--- src/rtl/tw_pkg.sv ---
package tw_pkg;
  typedef enum logic [2:0] {
    ST_IDLE,
    ST_ADDR,
    ST_AACK,
    ST_WDATA,
    ST_WACK,
    ST_RDATA,
    ST_RACK,
    ST_PASSIVE
  } tw_state_e;
endpackage

--- src/rtl/tw_line_sync.sv ---
module tw_line_sync #(
  parameter int STAGES = 2
) (
  input  logic clk,
  input  logic rst,
  input  logic din,
  output logic lvl,
  output logic lvl_prev
);
  logic [STAGES-1:0] chain;
  logic              prev_q;

  // synchronizer chain, idle level is high
  for (genvar g = 0; g < STAGES; g++) begin : g_stage
    if (g == 0) begin : g_head
      always_ff @(posedge clk) begin
        if (rst) chain[g] <= 1'b1;
        else     chain[g] <= din;
      end
    end else begin : g_tail
      always_ff @(posedge clk) begin
        if (rst) chain[g] <= 1'b1;
        else     chain[g] <= chain[g-1];
      end
    end
  end

  always_ff @(posedge clk) begin
    if (rst) prev_q <= 1'b1;
    else     prev_q <= chain[STAGES-1];
  end

  assign lvl      = chain[STAGES-1];
  assign lvl_prev = prev_q;
endmodule

--- src/rtl/tw_bus_cond.sv ---
module tw_bus_cond (
  input  logic scl_lvl,
  input  logic scl_prev,
  input  logic sda_lvl,
  input  logic sda_prev,
  output logic start,
  output logic stop
);
  logic scl_high;
  assign scl_high = scl_lvl & scl_prev;
  assign start    = scl_high &  sda_prev & ~sda_lvl;
  assign stop     = scl_high & ~sda_prev &  sda_lvl;
endmodule

--- src/rtl/tw_proto_fsm.sv ---
module tw_proto_fsm
  import tw_pkg::*;
#(
  parameter int              ADDR_W   = 7,
  parameter int              DATA_W   = 8,
  parameter logic [ADDR_W-1:0] DEV_ADDR = 7'h2C
) (
  input  logic              clk,
  input  logic              rst,
  input  logic              scl_lvl,
  input  logic              scl_prev,
  input  logic              sda_bit,
  input  logic              start,
  input  logic              stop,
  input  logic              busy,
  input  logic [DATA_W-1:0] rd_data,
  output logic              sda_oe,
  output logic              wr_strobe,
  output logic [DATA_W-1:0] wr_data,
  output logic              wr_first,
  output logic              rd_strobe
);
  localparam int                CNT_W     = $clog2(DATA_W + 1);
  localparam logic [CNT_W-1:0]  BYTE_BITS = CNT_W'(DATA_W);

  tw_state_e         state;
  logic [CNT_W-1:0]  bitcnt;
  logic [DATA_W-1:0] shreg;
  logic [DATA_W-1:0] txsh;
  logic              rw;
  logic              first;
  logic              mack;
  logic              scl_rise, scl_fall;

  assign scl_rise = scl_lvl & ~scl_prev;
  assign scl_fall = ~scl_lvl & scl_prev;

  always_ff @(posedge clk) begin
    if (rst) begin
      state     <= ST_IDLE;
      bitcnt    <= '0;
      shreg     <= '0;
      txsh      <= '0;
      rw        <= 1'b0;
      first     <= 1'b0;
      mack      <= 1'b0;
      sda_oe    <= 1'b0;
      wr_strobe <= 1'b0;
      wr_data   <= '0;
      wr_first  <= 1'b0;
      rd_strobe <= 1'b0;
    end else begin
      wr_strobe <= 1'b0;
      rd_strobe <= 1'b0;
      if (stop) begin
        state  <= ST_IDLE;
        sda_oe <= 1'b0;
      end else if (start) begin
        state  <= ST_ADDR;
        bitcnt <= '0;
        sda_oe <= 1'b0;
      end else begin
        case (state)
          ST_ADDR: begin
            if (scl_rise) begin
              shreg  <= {shreg[DATA_W-2:0], sda_bit};
              bitcnt <= bitcnt + 1'b1;
            end else if (scl_fall && bitcnt == BYTE_BITS) begin
              if (shreg[DATA_W-1 -: ADDR_W] == DEV_ADDR && !busy) begin
                sda_oe <= 1'b1;
                rw     <= shreg[0];
                state  <= ST_AACK;
              end else begin
                state  <= ST_PASSIVE;
              end
            end
          end
          ST_AACK, ST_RACK: begin
            if (scl_rise && state == ST_RACK) begin
              mack <= ~sda_bit;
            end else if (scl_fall) begin
              bitcnt <= '0;
              if (state == ST_AACK && !rw) begin
                sda_oe <= 1'b0;
                first  <= 1'b1;
                state  <= ST_WDATA;
              end else if (state == ST_AACK || mack) begin
                txsh      <= rd_data;
                sda_oe    <= ~rd_data[DATA_W-1];
                rd_strobe <= 1'b1;
                state     <= ST_RDATA;
              end else begin
                sda_oe <= 1'b0;
                state  <= ST_PASSIVE;
              end
            end
          end
          ST_WDATA: begin
            if (scl_rise) begin
              shreg  <= {shreg[DATA_W-2:0], sda_bit};
              bitcnt <= bitcnt + 1'b1;
            end else if (scl_fall && bitcnt == BYTE_BITS) begin
              if (busy) begin
                state <= ST_PASSIVE;
              end else begin
                wr_strobe <= 1'b1;
                wr_data   <= shreg;
                wr_first  <= first;
                first     <= 1'b0;
                sda_oe    <= 1'b1;
                state     <= ST_WACK;
              end
            end
          end
          ST_WACK: begin
            if (scl_fall) begin
              sda_oe <= 1'b0;
              bitcnt <= '0;
              state  <= ST_WDATA;
            end
          end
          ST_RDATA: begin
            if (scl_rise) begin
              bitcnt <= bitcnt + 1'b1;
            end else if (scl_fall) begin
              if (bitcnt == BYTE_BITS) begin
                sda_oe <= 1'b0;
                state  <= ST_RACK;
              end else begin
                txsh   <= txsh << 1;
                sda_oe <= ~txsh[DATA_W-2];
              end
            end
          end
          default: sda_oe <= 1'b0;
        endcase
      end
    end
  end

  // an acknowledge is only raised on a decision taken while not busy
  assert_ack_needs_free_R8: assert property (@(posedge clk) disable iff (rst)
    ($rose(sda_oe) && (state == ST_AACK || state == ST_WACK)) |-> !$past(busy));

  // the pull-down moves only on a low SCL
  assert_oe_moves_scl_low_R11: assert property (@(posedge clk) disable iff (rst)
    (!$stable(sda_oe) && !$past(start || stop)) |-> !$past(scl_lvl));

  // a passive target never pulls the line
  assert_passive_quiet_R3: assert property (@(posedge clk) disable iff (rst)
    (state == ST_PASSIVE) |-> !sda_oe);

  // idle bus is never pulled
  assert_idle_release_R12: assert property (@(posedge clk) disable iff (rst)
    (state == ST_IDLE) |-> !sda_oe);

  // write strobe is a single-cycle pulse
  assert_wr_pulse_R4: assert property (@(posedge clk) disable iff (rst)
    wr_strobe |=> !wr_strobe);
endmodule

--- src/rtl/twowire_target.sv ---
module twowire_target #(
  parameter int                ADDR_W      = 7,
  parameter int                DATA_W      = 8,
  parameter int                SYNC_STAGES = 2,
  parameter logic [ADDR_W-1:0] DEV_ADDR    = 7'h2C
) (
  input  logic              clk,
  input  logic              rst,
  input  logic              scl_in,
  input  logic              sda_in,
  input  logic              busy_in,
  input  logic [DATA_W-1:0] rd_data,
  output logic              sda_oe,
  output logic              wr_strobe,
  output logic [DATA_W-1:0] wr_data,
  output logic              wr_first,
  output logic              rd_strobe
);
  logic scl_lvl, scl_prev, sda_lvl, sda_prev;
  logic cond_start, cond_stop;

  tw_line_sync #(.STAGES(SYNC_STAGES)) u_scl_sync (
    .clk(clk), .rst(rst), .din(scl_in), .lvl(scl_lvl), .lvl_prev(scl_prev)
  );

  tw_line_sync #(.STAGES(SYNC_STAGES)) u_sda_sync (
    .clk(clk), .rst(rst), .din(sda_in), .lvl(sda_lvl), .lvl_prev(sda_prev)
  );

  tw_bus_cond u_cond (
    .scl_lvl(scl_lvl), .scl_prev(scl_prev),
    .sda_lvl(sda_lvl), .sda_prev(sda_prev),
    .start(cond_start), .stop(cond_stop)
  );

  tw_proto_fsm #(.ADDR_W(ADDR_W), .DATA_W(DATA_W), .DEV_ADDR(DEV_ADDR)) u_fsm (
    .clk(clk), .rst(rst),
    .scl_lvl(scl_lvl), .scl_prev(scl_prev), .sda_bit(sda_lvl),
    .start(cond_start), .stop(cond_stop), .busy(busy_in),
    .rd_data(rd_data), .sda_oe(sda_oe),
    .wr_strobe(wr_strobe), .wr_data(wr_data), .wr_first(wr_first),
    .rd_strobe(rd_strobe)
  );

  // no byte is delivered from a busy decision
  assert_no_busy_write_R8: assert property (@(posedge clk) disable iff (rst)
    wr_strobe |-> !$past(busy_in));

  // read strobe is a single-cycle pulse
  assert_rd_pulse_R6: assert property (@(posedge clk) disable iff (rst)
    rd_strobe |=> !rd_strobe);
endmodule

--- config.mk ---
export PLATFORM = sky130hd
export DESIGN_NAME = twowire_target
export DESIGN_NICKNAME = d
export VERILOG_FILES = /design/src/rtl/tw_pkg.sv /design/src/rtl/tw_line_sync.sv /design/src/rtl/tw_bus_cond.sv /design/src/rtl/tw_proto_fsm.sv /design/src/rtl/twowire_target.sv
export SDC_FILE = /design/constraint.sdc
export NUM_CORES = 1
export LEC_CHECK = 0
export BUFFER_PORTS_ARGS = -buffer_cell sky130_fd_sc_hd__buf_4
export CAP_MARGIN = 0
export CORE_MARGIN = 2
export CORE_UTILIZATION = 57
export DETAILED_ROUTE_END_ITERATION = 6
export PLACE_DENSITY = 0.78
export SLEW_MARGIN = 40
export SYNTH_ARGS = -nofsm -noshare
export SYNTH_HDL_FRONTEND = slang
export SYNTH_HIERARCHICAL = 1
export SYNTH_SLANG_ARGS = --single-unit
--- constraint.sdc ---
create_clock -name clk -period 2.8 [get_ports clk]
set_clock_uncertainty 0.2 [all_clocks]
set_input_delay 0.56 -clock clk [delete_from_list [all_inputs] [get_ports clk]]
set_output_delay 0.56 -clock clk [all_outputs]
set_load 0.05 [all_outputs]
Yosys cells after proc, flatten, opt, wreduce, memory -nomap -nowiden
Cells that the tools add are included.
{"block": "word_totals", "regBits": 43, "inputBits": 13, "elab_cells": 158}
{"block": "classes", "n_addsub": 1, "n_eq_ne": 35, "mux": 53, "bitwise": 21, "reduce_logical": 29}
{"op": "$mux W7", "count": 7}
{"op": "$mux W3", "count": 12}
{"op": "$reduce_and A11 Y1", "count": 3}
{"op": "$mux W1", "count": 23}
{"op": "$ne A2 B1 Y1 const B", "count": 9}
{"op": "$ne A3 B2 Y1 const B", "count": 6}
{"op": "$mux W4", "count": 4}
{"op": "$pmux W3 S5", "count": 1}
{"op": "$ne A2 B2 Y1 const B", "count": 7}
{"op": "$not A1 Y1", "count": 14}
{"op": "$pmux W7 S2", "count": 1}
{"op": "$ne A3 B3 Y1 const B", "count": 4}
{"op": "$pmux W4 S3", "count": 1}
{"op": "$reduce_and A4 Y1", "count": 3}
{"op": "$reduce_and A6 Y1", "count": 2}
{"op": "$reduce_and A10 Y1", "count": 1}
{"op": "$eq A3 B3 Y1 const B", "count": 3}
{"op": "$reduce_and A9 Y1", "count": 1}
{"op": "$and A1 B1 Y1", "count": 7}
{"op": "$eq A7 B6 Y1 const B", "count": 1}
{"op": "$reduce_or A7 Y1", "count": 1}
{"op": "$eq A3 B2 Y1 const B", "count": 2}
{"op": "$reduce_bool A6 Y1", "count": 1}
{"op": "$reduce_or A2 Y1", "count": 3}
{"op": "other kinds (15)", "count": 22}

Logic depth before layout (Yosys ltp)
Gate-level depths: netlist of the first run.
{"block": "logic_depth", "ltp_word": 8, "depth_mapped": 8}

By module
The synthesis of the first run kept the hierarchy.
{"mod": "tw_proto_fsm", "n_inst": 1, "cells_per_inst": 204, "area_per_inst_um2": 1860.5, "seq_area_each_um2": 740.7}
{"mod": "tw_line_sync", "n_inst": 2, "cells_per_inst": 6, "area_per_inst_um2": 78.8, "seq_area_each_um2": 60.1}
{"mod": "tw_bus_cond", "n_inst": 1, "cells_per_inst": 2, "area_per_inst_um2": 20.0, "seq_area_each_um2": 0.0}

Worst setup path before layout of the first run
Ideal clock, no wire load.
{"block": "synth_timing", "kind": "register -> register", "startpoint": "register u_scl_sync.chain[1], in the netlist u_scl_sync/lvl", "endpoint": "register u_fsm.wr_data[4]", "arrival_time_ns": 1.692, "required_time_ns": 2.472, "slack_ns": 0.781, "stages_incl_launch_ff": 9, "path_buffers": 2, "period_less_slack_ns": 2.019, "path_cell_list": "dfxtp_1 -> and4b_1 -> buf_6 -> nor4b_4 -> and2_4 -> nand4b_4 -> buf_6 -> mux2i_1 -> nor2_1"}
{"block": "synth_via", "elab_chain_cells": 5}
{"element": "start: declaration", "line": "tw_line_sync.sv:10", "text": "logic [STAGES-1:0] chain;"}
{"element": "start signal: indexed assignment", "line": "tw_line_sync.sv:23", "text": "else chain[g] <= chain[g-1];"}
{"element": "$and A1 B1 Y1", "line": "tw_bus_cond.sv:10", "text": "assign scl_high = scl_lvl & scl_prev;"}
{"element": "$and A1 B1 Y1 (2 in series)", "line": "tw_bus_cond.sv:11", "text": "assign start = scl_high & sda_prev & ~sda_lvl;"}
{"element": "named net cond_start", "line": "twowire_target.sv:20", "text": "logic cond_start, cond_stop;"}
{"element": "$not A1 Y1 (no line)"}
{"element": "$reduce_and A6 Y1 (no line)"}
{"element": "end signal: assignment", "line": "tw_proto_fsm.sv:107", "text": "wr_data <= shreg;"}
{"element": "end: declaration", "line": "tw_proto_fsm.sv:19", "text": "output logic [DATA_W-1:0] wr_data,"}
The timed path passes the listed nets, and every way through them passes these cells.
A chain may end at the register's enable or synchronous reset.

Final worst setup path of the first run
{"block": "layout_timing", "startpoint": "register u_fsm.state[1]", "endpoint": "register u_fsm.txsh[4]"}
{"block": "layout_via", "elab_chain_cells": 4}
{"element": "start: declaration", "line": "tw_proto_fsm.sv:26", "text": "tw_state_e state;"}
{"element": "start signal: assignment", "line": "tw_proto_fsm.sv:40", "text": "state <= ST_IDLE;"}
{"element": "start signal: assignment", "line": "tw_proto_fsm.sv:56", "text": "state <= ST_IDLE;"}
{"element": "start signal: assignment", "line": "tw_proto_fsm.sv:59", "text": "state <= ST_ADDR;"}
{"element": "$eq A3 B2 Y1 or $eq A3 B3 Y1 (tied branches)"}
{"element": "$reduce_or A2 Y1 (tied with other cells)", "line": "tw_proto_fsm.sv:63", "text": "case (state)"}
{"element": "$ne A2 B2 Y1 (no line) (tied with other cells)"}
{"element": "$reduce_and A10 Y1 (no line)"}
{"element": "end signal: assignment", "line": "tw_proto_fsm.sv:88", "text": "txsh <= rd_data;"}
{"element": "end signal: assignment", "line": "tw_proto_fsm.sv:130", "text": "txsh <= txsh << 1;"}
{"element": "end: declaration", "line": "tw_proto_fsm.sv:29", "text": "logic [DATA_W-1:0] txsh;"}
Several ways; a longest one is shown, not always the timed one.

==> results.yml, run 1 <==
floorplan:
  core_um2: 3390
  die_w_um: 63.8
  ios: 25
  start_util: 0.601
  die_area_um2: 4070
  rows: 21
  die_h_um: 63.8
sta:
  finalMaxSlewViolations: 0
  fin_tns_setup_ns: 0
  setup_ws_ns: 0.605
  finalHoldViolations: 0
  slew_headroom: 0.559
  worst_pin_slew_ns: 0.653
  finalSetupViolCount: 0
  rsz0062_at_grt: "false"
  max_freq_mhz: 456
  finalCritPeriodShare: 0.784
  fin_crit_ns: 2.20
synth:
  yosysMostFrequentCell: "dfxtp_1"
  synth-simple-area-share: 0.262
  syn_inst: 218
  ys.flop_type: "dfxtp_1"
  avgSynthCellArea_um2: 9.35
  async_reset_ff_frac: 0
  synth_top_family_by_area: "simple AND/OR/NAND/NOR gates"
  synth_xor_area_frac: 0
  ys_seq_area_frac: 0.422
  synth-adder-area-share: 0.0123
  synth_nets: 233
  ys_seq_elements: 43
  synth_compound_area_frac: 0.150
  synthTopCellsByArea: "dfxtp_1 (42%), mux2i_1 (11%), a21oi_1 (5.2%), a311oi_1 (3.9%), nor2_1 (3.7%)"
  synth.largest_area_cell: "dfxtp_1"
  yosys_warnings: 6
  synth.mux.area_fraction: 0.108
  netlist.area_leader.share: 0.422
  synth_edf_count: 0
  synth_cell_type_count: 50
  netlist_area_um2: 2040
  synth_top_cells_by_count: "dfxtp_1 (43), mux2i_1 (22), a21oi_1 (21), nor2_1 (20), nand2_1 (15)"
placed_design:
  gp_congestion: 0.847
  place_ws_ns: 0.616
  io_buffers: 24
  hpwl_mm: 2.97
clock_network:
  cts_tree: "yes"
  cts-root-buf: "clkbuf_4"
  clock_latency_ns: 0.35
  path_clk_slew_ns: 0.13
  cts_sinks: 43
  cts_hold_buf: 0
  cts.repair.resized: 0
  h-tree-depth: 2
  cts_max_path_buffers: 2
  post_cts_buffers: 0
  cts_buffers: 5
final_layout:
  n_antenna_cell: 0
  fillerInstances: 285
  area_growth_pct: 11.8
  layout.nets: 254
  drive_gt1_frac: 0.167
pwr:
  cellLeakagePower_nw: 0.975
  ir_worst_vdd_uv: 355
  power_density_nw_per_um2: 435
run_status:
  status: "finished clean"
detailed_routing:
  firstDrtPassIters: 4
  routed_wl_mm: 4.28
  vias: 1723
  drc: 0
  ant_nets: 0
  wl_per_cell_um: 15.0
  drt_iter0_markers: 138
  routed_via_density: 6.02
grt:
  grt_first_pass_wirelength_mm: 7.32
  first_global_vias: 1562
  grt_max_degree: 41
  grt_usage: 0.229
  grt_antenna_before_repair: 0
  overflow: 0
worst_setup_path:
  arrival_ns: 2.26
  critPathKind: "reg2reg"
  end_kind: "flip-flop"
  critPathLaunchType: "flip-flop"
  critPathMaxFanout: 15
  cp.required_ns: 2.87
flow_run:
  drv_cap: 0
hold_path:
  min_path_type: "in2reg"
-- through the flow --
step | area (um^2) | utilization | hold slack, ns | std cells | power, mW
after floorplan | 2040 | - | 0.183 | 218 | 0.682
after global placement | 2220 | 0.656 | 0.188 | 278 | 0.705
after detailed placement | 2220 | 0.656 | 0.192 | 278 | 0.707
after CTS | 2280 | 0.672 | 0.169 | 286 | 1.00
after global routing | 2280 | 0.672 | 0.161 | 286 | 1.04
final | 2280 | 0.672 | 0.190 | 286 | 0.990
-- state kept, by name (all words and copies together), names as in the netlist, 3 cells and up --
| register | count |
|---|---|
| u_fsm/shreg | 8 |
| u_fsm/wr_data | 8 |
| u_fsm/txsh | 7 |
| u_fsm/bitcnt | 4 |
| u_fsm/state | 3 |
-- worst max-delay path, stage by stage (launching register included) --
cell      delay [ns]
dfxtp_1         0.68
nand2b_1        0.23
o22ai_2         0.57
a21oi_1         0.15
a311oi_1        0.28
-- final cells by class --
| class | instances | area [um^2] | area share |
|---|---|---|---|
| clock buffer | 6 | 41.3 | 0.0181 |
| inverter | 5 | 18.8 | 0.00824 |
| sequential | 43 | 861 | 0.378 |
| timing repair buffer | 27 | 203 | 0.0890 |
| tap | 46 | 57.6 | 0.0253 |
| multi-input combinational | 157 | 1080 | 0.476 |
| clock inverter | 2 | 12.5 | 0.00549 |
-- power by group --
group / internal (mW) / switching [mW]
combinational: 0.0314 / 0.0381
clock: 0.0971 / 0.199
sequential: 0.617 / 0.00778
-- worst paths after layout --
| check | endpoint | slack, ns | from | depth (start not counted) |
|---|---|---|---|---|
| min | u_scl_sync/chain[0] | 0.19 | scl_in | 2 |
| min reg2reg | u_scl_sync/lvl | 0.21 | u_scl_sync/chain[0] | 1 |
| max | u_fsm/txsh[4] | 0.60 | u_fsm/state[1] | 4 |
| max reg2reg | u_fsm/txsh[4] | 0.60 | u_fsm/state[1] | 4 |
-- cell usage in the layout, fill, tap and decap left out, drive strengths merged, types with 2 or more instances in the layout --
| cell type | Yosys | final |
|---|---|---|
| a311oi | 9 | 9 |
| inv | 5 | 5 |
| ha | 2 | 2 |
| a21oi | 21 | 21 |
| o31ai | 2 | 2 |
| nand3b | 2 | 2 |
| nor4b | 3 | 3 |
| dfxtp | 43 | 43 |
| nor2 | 20 | 20 |
| nand2b | 5 | 5 |
| nor2b | 5 | 5 |
| buf | 9 | 27 |
| mux2i | 22 | 22 |
| and2 | 2 | 2 |
| nand4 | 3 | 3 |
| and2b | 2 | 2 |
| and4b | 2 | 2 |
| clkbuf | 4 | 6 |
| or3 | 3 | 3 |
| nand2 | 15 | 15 |
| nor3 | 2 | 2 |
| nand3 | 8 | 8 |
| or2 | 7 | 7 |
| nor3b | 2 | 2 |
| o21ai | 2 | 2 |
-- layer usage --
metal  track usage  up-vias  part of all wire
met5             0        -                 0
met4        0.0679        0             0.011
met3        0.0581        6             0.061
met2         0.342       57              0.47
met1         0.325      824              0.46
li1              -      836                 -
-- kinds of logic after synthesis --
| group | Yosys count |
|---|---|
| compound gates | 45 |
| simple gates | 88 |
| mux | 22 |
| fa+ha+maj | 2 |
| buf+inv | 18 |
| flops | 43 |
Power figures use the tool's default switching activity.
==> inputs of run 2 (changes only) <==
- clock period: 2.8 -> 2.25 ns (I/O delays scaled with it)
==> run 2 against run 1 <==
Effect of this change:
- sequential cell count unchanged
- core utilization rose by 1.3 points
- first-iteration DRC count decreased by 11%
- maximum frequency grew 7.2%
- sequential power grew 24%
- largest power group unchanged
- routed wire length shrank 6.8%
- setup slack got worse by 0.40 ns
- sequential share of layout area fell by 0.73 points
==> results.yml, run 2 (synthesis gave the netlist of run 1 again) <==
grt:
  grt_max_degree: 28
  overflow: 0
  grt_usage: 0.213
  grt_first_pass_wirelength_mm: 6.71
  grt_antenna_before_repair: 0
  first_global_vias: 1524
pwr:
  sw_frac_of_total: 0.241
  p_int_mw: 0.932
  p_clk_frac: 0.294
  power_density_nw_per_um2: 529
  combPwrFrac: 0.076
  ir_worst_vdd_uv: 430
  netSwitchingPower_mw: 0.297
  cellLeakagePower_nw: 1.01
  seq_power_share: 0.630
floorplan:
  die_h_um: 63.8
  die_area_um2: 4070
  die_w_um: 63.8
  rows: 21
  ios: 25
  start_util: 0.601
  core_um2: 3390
detailed_routing:
  drt_iter0_markers: 123
  drc: 0
  wl_met1_mm: 1.93
  firstDrtPassIters: 5
  wl_met3_um: 243
  routed_via_density: 5.75
  routed_wl_mm: 3.99
  highest_layer: "met4"
  wl_per_cell_um: 13.6
  met2_length_mm: 1.78
  vias: 1680
  ant_nets: 0
worst_setup_path:
  critPathMaxFanout: 5
  end_kind: "flip-flop"
  critPathLaunchType: "flip-flop"
  cp.required_ns: 2.32
  arrival_ns: 2.11
  critPathKind: "reg2reg"
sta:
  finalMaxSlewViolations: 0
  worst_pin_slew_ns: 0.603
  max_freq_mhz: 488
  finalHoldViolations: 0
  finalCritPeriodShare: 0.910
  fin_crit_ns: 2.05
  rsz0062_at_grt: "false"
  slew_headroom: 0.593
  timing.hold.ws_ns: 0.0751
  fin_tns_setup_ns: 0
  finalSetupViolCount: 0
final_layout:
  top_regs: "u_fsm/shreg (8), u_fsm/wr_data (8), u_fsm/txsh (7)"
  layout.nets: 260
  drive_gt1_frac: 0.187
  area_growth_pct: 14.0
  final_common_cell: "dfxtp_1"
  final_cell_mix: "dfxtp_1 (43), buf_4 (33), mux2i_1 (22)"
  n_antenna_cell: 0
clock_network:
  cts_sinks: 43
  cts_hold_buf: 0
  h-tree-depth: 2
  clock_latency_ns: 0.36
  cts-root-buf: "clkbuf_4"
  path_clk_slew_ns: 0.11
  cts.repair.resized: 0
  cts_buffers: 5
  cts_tree: "yes"
  post_cts_buffers: 0
  cts_max_path_buffers: 2
hold_path:
  min_path_type: "in2reg"
placed_design:
  gp_congestion: 0.852
  io_buffers: 24
  hpwl_mm: 2.84
run_status:
  status: "finished clean"
flow_run:
  drv_cap: 0
run 2: changes by cell type in the layout (fill, tap and decap cells not counted):
| cell | before | now |
|---|---|---|
| buf_4 | 27 | 33 |
run 2: worst paths after layout:
check                                         start  cells after the start  slack, ns                   to
worst max-delay path                u_fsm/bitcnt[0]                      7       0.20       u_fsm/state[0]
worst min-delay path                         sda_in                      2       0.08  u_sda_sync/chain[0]
worst max register to register      u_fsm/bitcnt[0]                      7       0.20       u_fsm/state[0]
worst min register to register  u_sda_sync/chain[0]                      1       0.21       u_sda_sync/lvl
run 2: per-layer routing:
layer	global-route usage	vias up
met5	0	-
met4	0.0761	0
met3	0.0687	4
met2	0.331	56
met1	0.276	775
li1	-	845
run 2: metrics by stage:
stage / instance area [um^2] / worst slack [ns] / utilization / total power, mW / cells
CTS: 2320 / 0.227 / 0.685 / 1.24 / 292
finish: 2320 / 0.202 / 0.685 / 1.23 / 292
global route: 2320 / 0.0642 / 0.685 / 1.29 / 292
floorplan: 2040 / 0.231 / - / 0.849 / 218
detailed placement: 2270 / 0.195 / 0.670 / 0.883 / 284
global placement: 2270 / 0.169 / 0.670 / 0.882 / 284
run 2: power by group through the flow:
stage	clock, mW	combinational (mW)	sequential, mW
2_1_floorplan	0	0.0570	0.792
3_3_place_gp	0	0.0915	0.791
3_5_place_dp	0	0.0919	0.791
4_1_cts	0.376	0.0924	0.774
5_1_grt	0.410	0.100	0.775
6_report	0.361	0.0930	0.774
run 2: final cells by class:
cell class                      instances  area [um^2]
Multi-Input combinational cell        157         1080
Fill cell                             280         1070
Sequential cell                        43          861
Timing Repair Buffer                   33          248
Tap cell                               46         57.6
Clock buffer                            6         41.3
Inverter                                5         18.8
Clock inverter                          2         12.5
run 2: critical path, cell delays in order (launching register included):
cell and delay [ns]:
dfxtp_1 0.35, inv_1 0.09, ha_1 0.17, and3b_1 0.28, nand2_1 0.08, a211o_1 0.36
or2_1 0.23, a211oi_1 0.21
==> inputs of run 3 (changes only) <==
- CELL_PAD_IN_SITES_DETAIL_PLACEMENT: unset -> 2
- CELL_PAD_IN_SITES_GLOBAL_PLACEMENT: unset -> 2
- CORE_ASPECT_RATIO: unset -> 0.8
- CORE_UTILIZATION: 57 -> 35
- PLACE_DENSITY: 0.78 -> unset
- PLACE_DENSITY_LB_ADDON: unset -> 0.1
==> run 3 against run 2 <==
Effect of this change:
- clock power is 35% higher
- maximum frequency is 3.7% lower
- sequential power hardly changed
- critical path depth stayed put
- sequential share of layout area is 1.4 points lower
- critical path type unchanged
- critical endpoint unchanged
- largest cell class unchanged
==> results.yml, run 3 (synthesis gave the netlist of run 1 again) <==
worst_setup_path:
  arrival_ns: 2.14
  path_cells: "inv_1 > ha_1 > and3b_1 > nand2_1 > a211o_1 > or2_1 > a211oi_1"
  end_kind: "flip-flop"
  slowest_delay_ns: 0.39
  critPathBufInv: 1
  r2r_cells: 7
  cp_num_cells: 7
  rrSetupSlack_ns: 0.12
  critPathMaxFanout: 5
  cp_top_family: "simple AND/OR/NAND/NOR gates"
  critPathLaunchType: "flip-flop"
  critPathKind: "reg2reg"
  cp.required_ns: 2.26
  critPathSlowestCell: "a211o_1"
hold_path:
  min_path_type: "in2reg"
  min_path_cells: 2
detailed_routing:
  wl_per_cell_um: 18.0
  vias: 1733
  firstDrtPassIters: 4
  routed_wl_mm: 5.82
  drc: 0
  routed_via_density: 5.35
  drt_iter0_markers: 77
  ant_nets: 0
grt:
  first_global_vias: 1792
  grt_max_degree: 31
  grt_first_pass_wirelength_mm: 9.47
  grt_antenna_before_repair: 0
  grt_usage: 0.193
  overflow: 0
pwr:
  ir_worst_vdd_uv: 309
  power_density_nw_per_um2: 565
  totalPowerFinal_mw: 1.36
  cellLeakagePower_nw: 1.03
clock_network:
  cts_buffers: 5
  cts_sinks: 43
  cts_max_path_buffers: 2
  cts-root-buf: "clkbuf_8"
  clock_latency_ns: 0.30
  h-tree-depth: 2
  cts_tree: "yes"
  path_clk_slew_ns: 0.08
  post_cts_buffers: 0
sta:
  worst_pin_slew_ns: 0.533
  rsz0062_at_grt: "false"
  fin_crit_ns: 2.13
  finalMaxSlewViolations: 0
  finalHoldViolations: 0
  finalCritPeriodShare: 0.945
  finalSetupViolCount: 0
  timing.hold.ws_ns: 0.135
  max_freq_mhz: 470
  fin_tns_setup_ns: 0
  slew_headroom: 0.644
floorplan:
  ios: 25
  die_w_um: 89.3
  core_um2: 5530
  start_util: 0.369
  die_area_um2: 6450
  die_h_um: 72.3
  rows: 24
final_layout:
  drive_gt1_frac: 0.195
  top_regs: "u_fsm/shreg (8), u_fsm/wr_data (8), u_fsm/txsh (7)"
  final_cell_mix: "dfxtp_1 (43), buf_4 (34), mux2i_1 (22)"
  area_growth_pct: 18.4
  final_common_cell: "dfxtp_1"
  layout.nets: 261
  n_antenna_cell: 0
  final_design_area_no_fill_um2: 2410
  final_util: 0.437
placed_design:
  gp_congestion: 0.830
  hpwl_mm: 4.29
  dpl-instance-area_um2: 2320
  io_buffers: 24
run_status:
  status: "finished clean"
flow_run:
  drv_cap: 0
## run 3: changes by cell type in the layout (fill, tap and decap cells not counted), sizes merged
cell,previous run,this run
buf,33,34
clkbuf,6,5
clkinv,1,2
clkinvlp,1,0
## run 3: cell type report
cell class | count | area, um^2
clock inverters | 2 | 13.8
flip-flops and latches | 43 | 861
fillers | 643 | 3110
multi-input cells | 157 | 1100
well taps | 78 | 97.6
inverters | 5 | 18.8
repair buffers | 34 | 255
clock buffers | 5 | 68.8
## run 3: worst paths after layout
check / startpoint / endpoint
worst max-delay path: u_fsm/bitcnt[0] / u_fsm/state[0]
worst min-delay path: scl_in / u_scl_sync/chain[0]
worst max register to register: u_fsm/bitcnt[0] / u_fsm/state[0]
worst min register to register: u_scl_sync/chain[0] / u_scl_sync/lvl
## run 3: report_power, final
part | switching (mW) | internal, mW
Clock | 0.276 | 0.213
Sequential | 0.00847 | 0.767
Combinational | 0.0550 | 0.0446
Total | 0.340 | 1.02
## run 3: per-layer routing
layer  wire length (um)  global-route usage  up-vias
met2               2660               0.293       28
met3                165              0.0387        7
met4                 56              0.0498        0
li1                   -                   -      843
met1               2940               0.280      855
met5                  0                   0        -
## run 3: repair_timing
action                     CTS  global route
hold buffers                 0             0
setup endpoints to repair    0             7
resized for setup            0             2
## run 3: metrics by stage
stage	cells	setup WS (ns)
floorplan	218	0.231
global placement	317	0.159
detailed placement	317	0.0570
CTS	324	0.0608
global route	324	0.00870
finish	324	0.123
## run 3: worst reg2reg max path: stages, from the launching register on
cell and delay, ns:
dfxtp_1 0.35, inv_1 0.10, ha_1 0.17, and3b_1 0.30, nand2_1 0.09, a211o_1 0.39, or2_1 0.24, a211oi_1 0.20
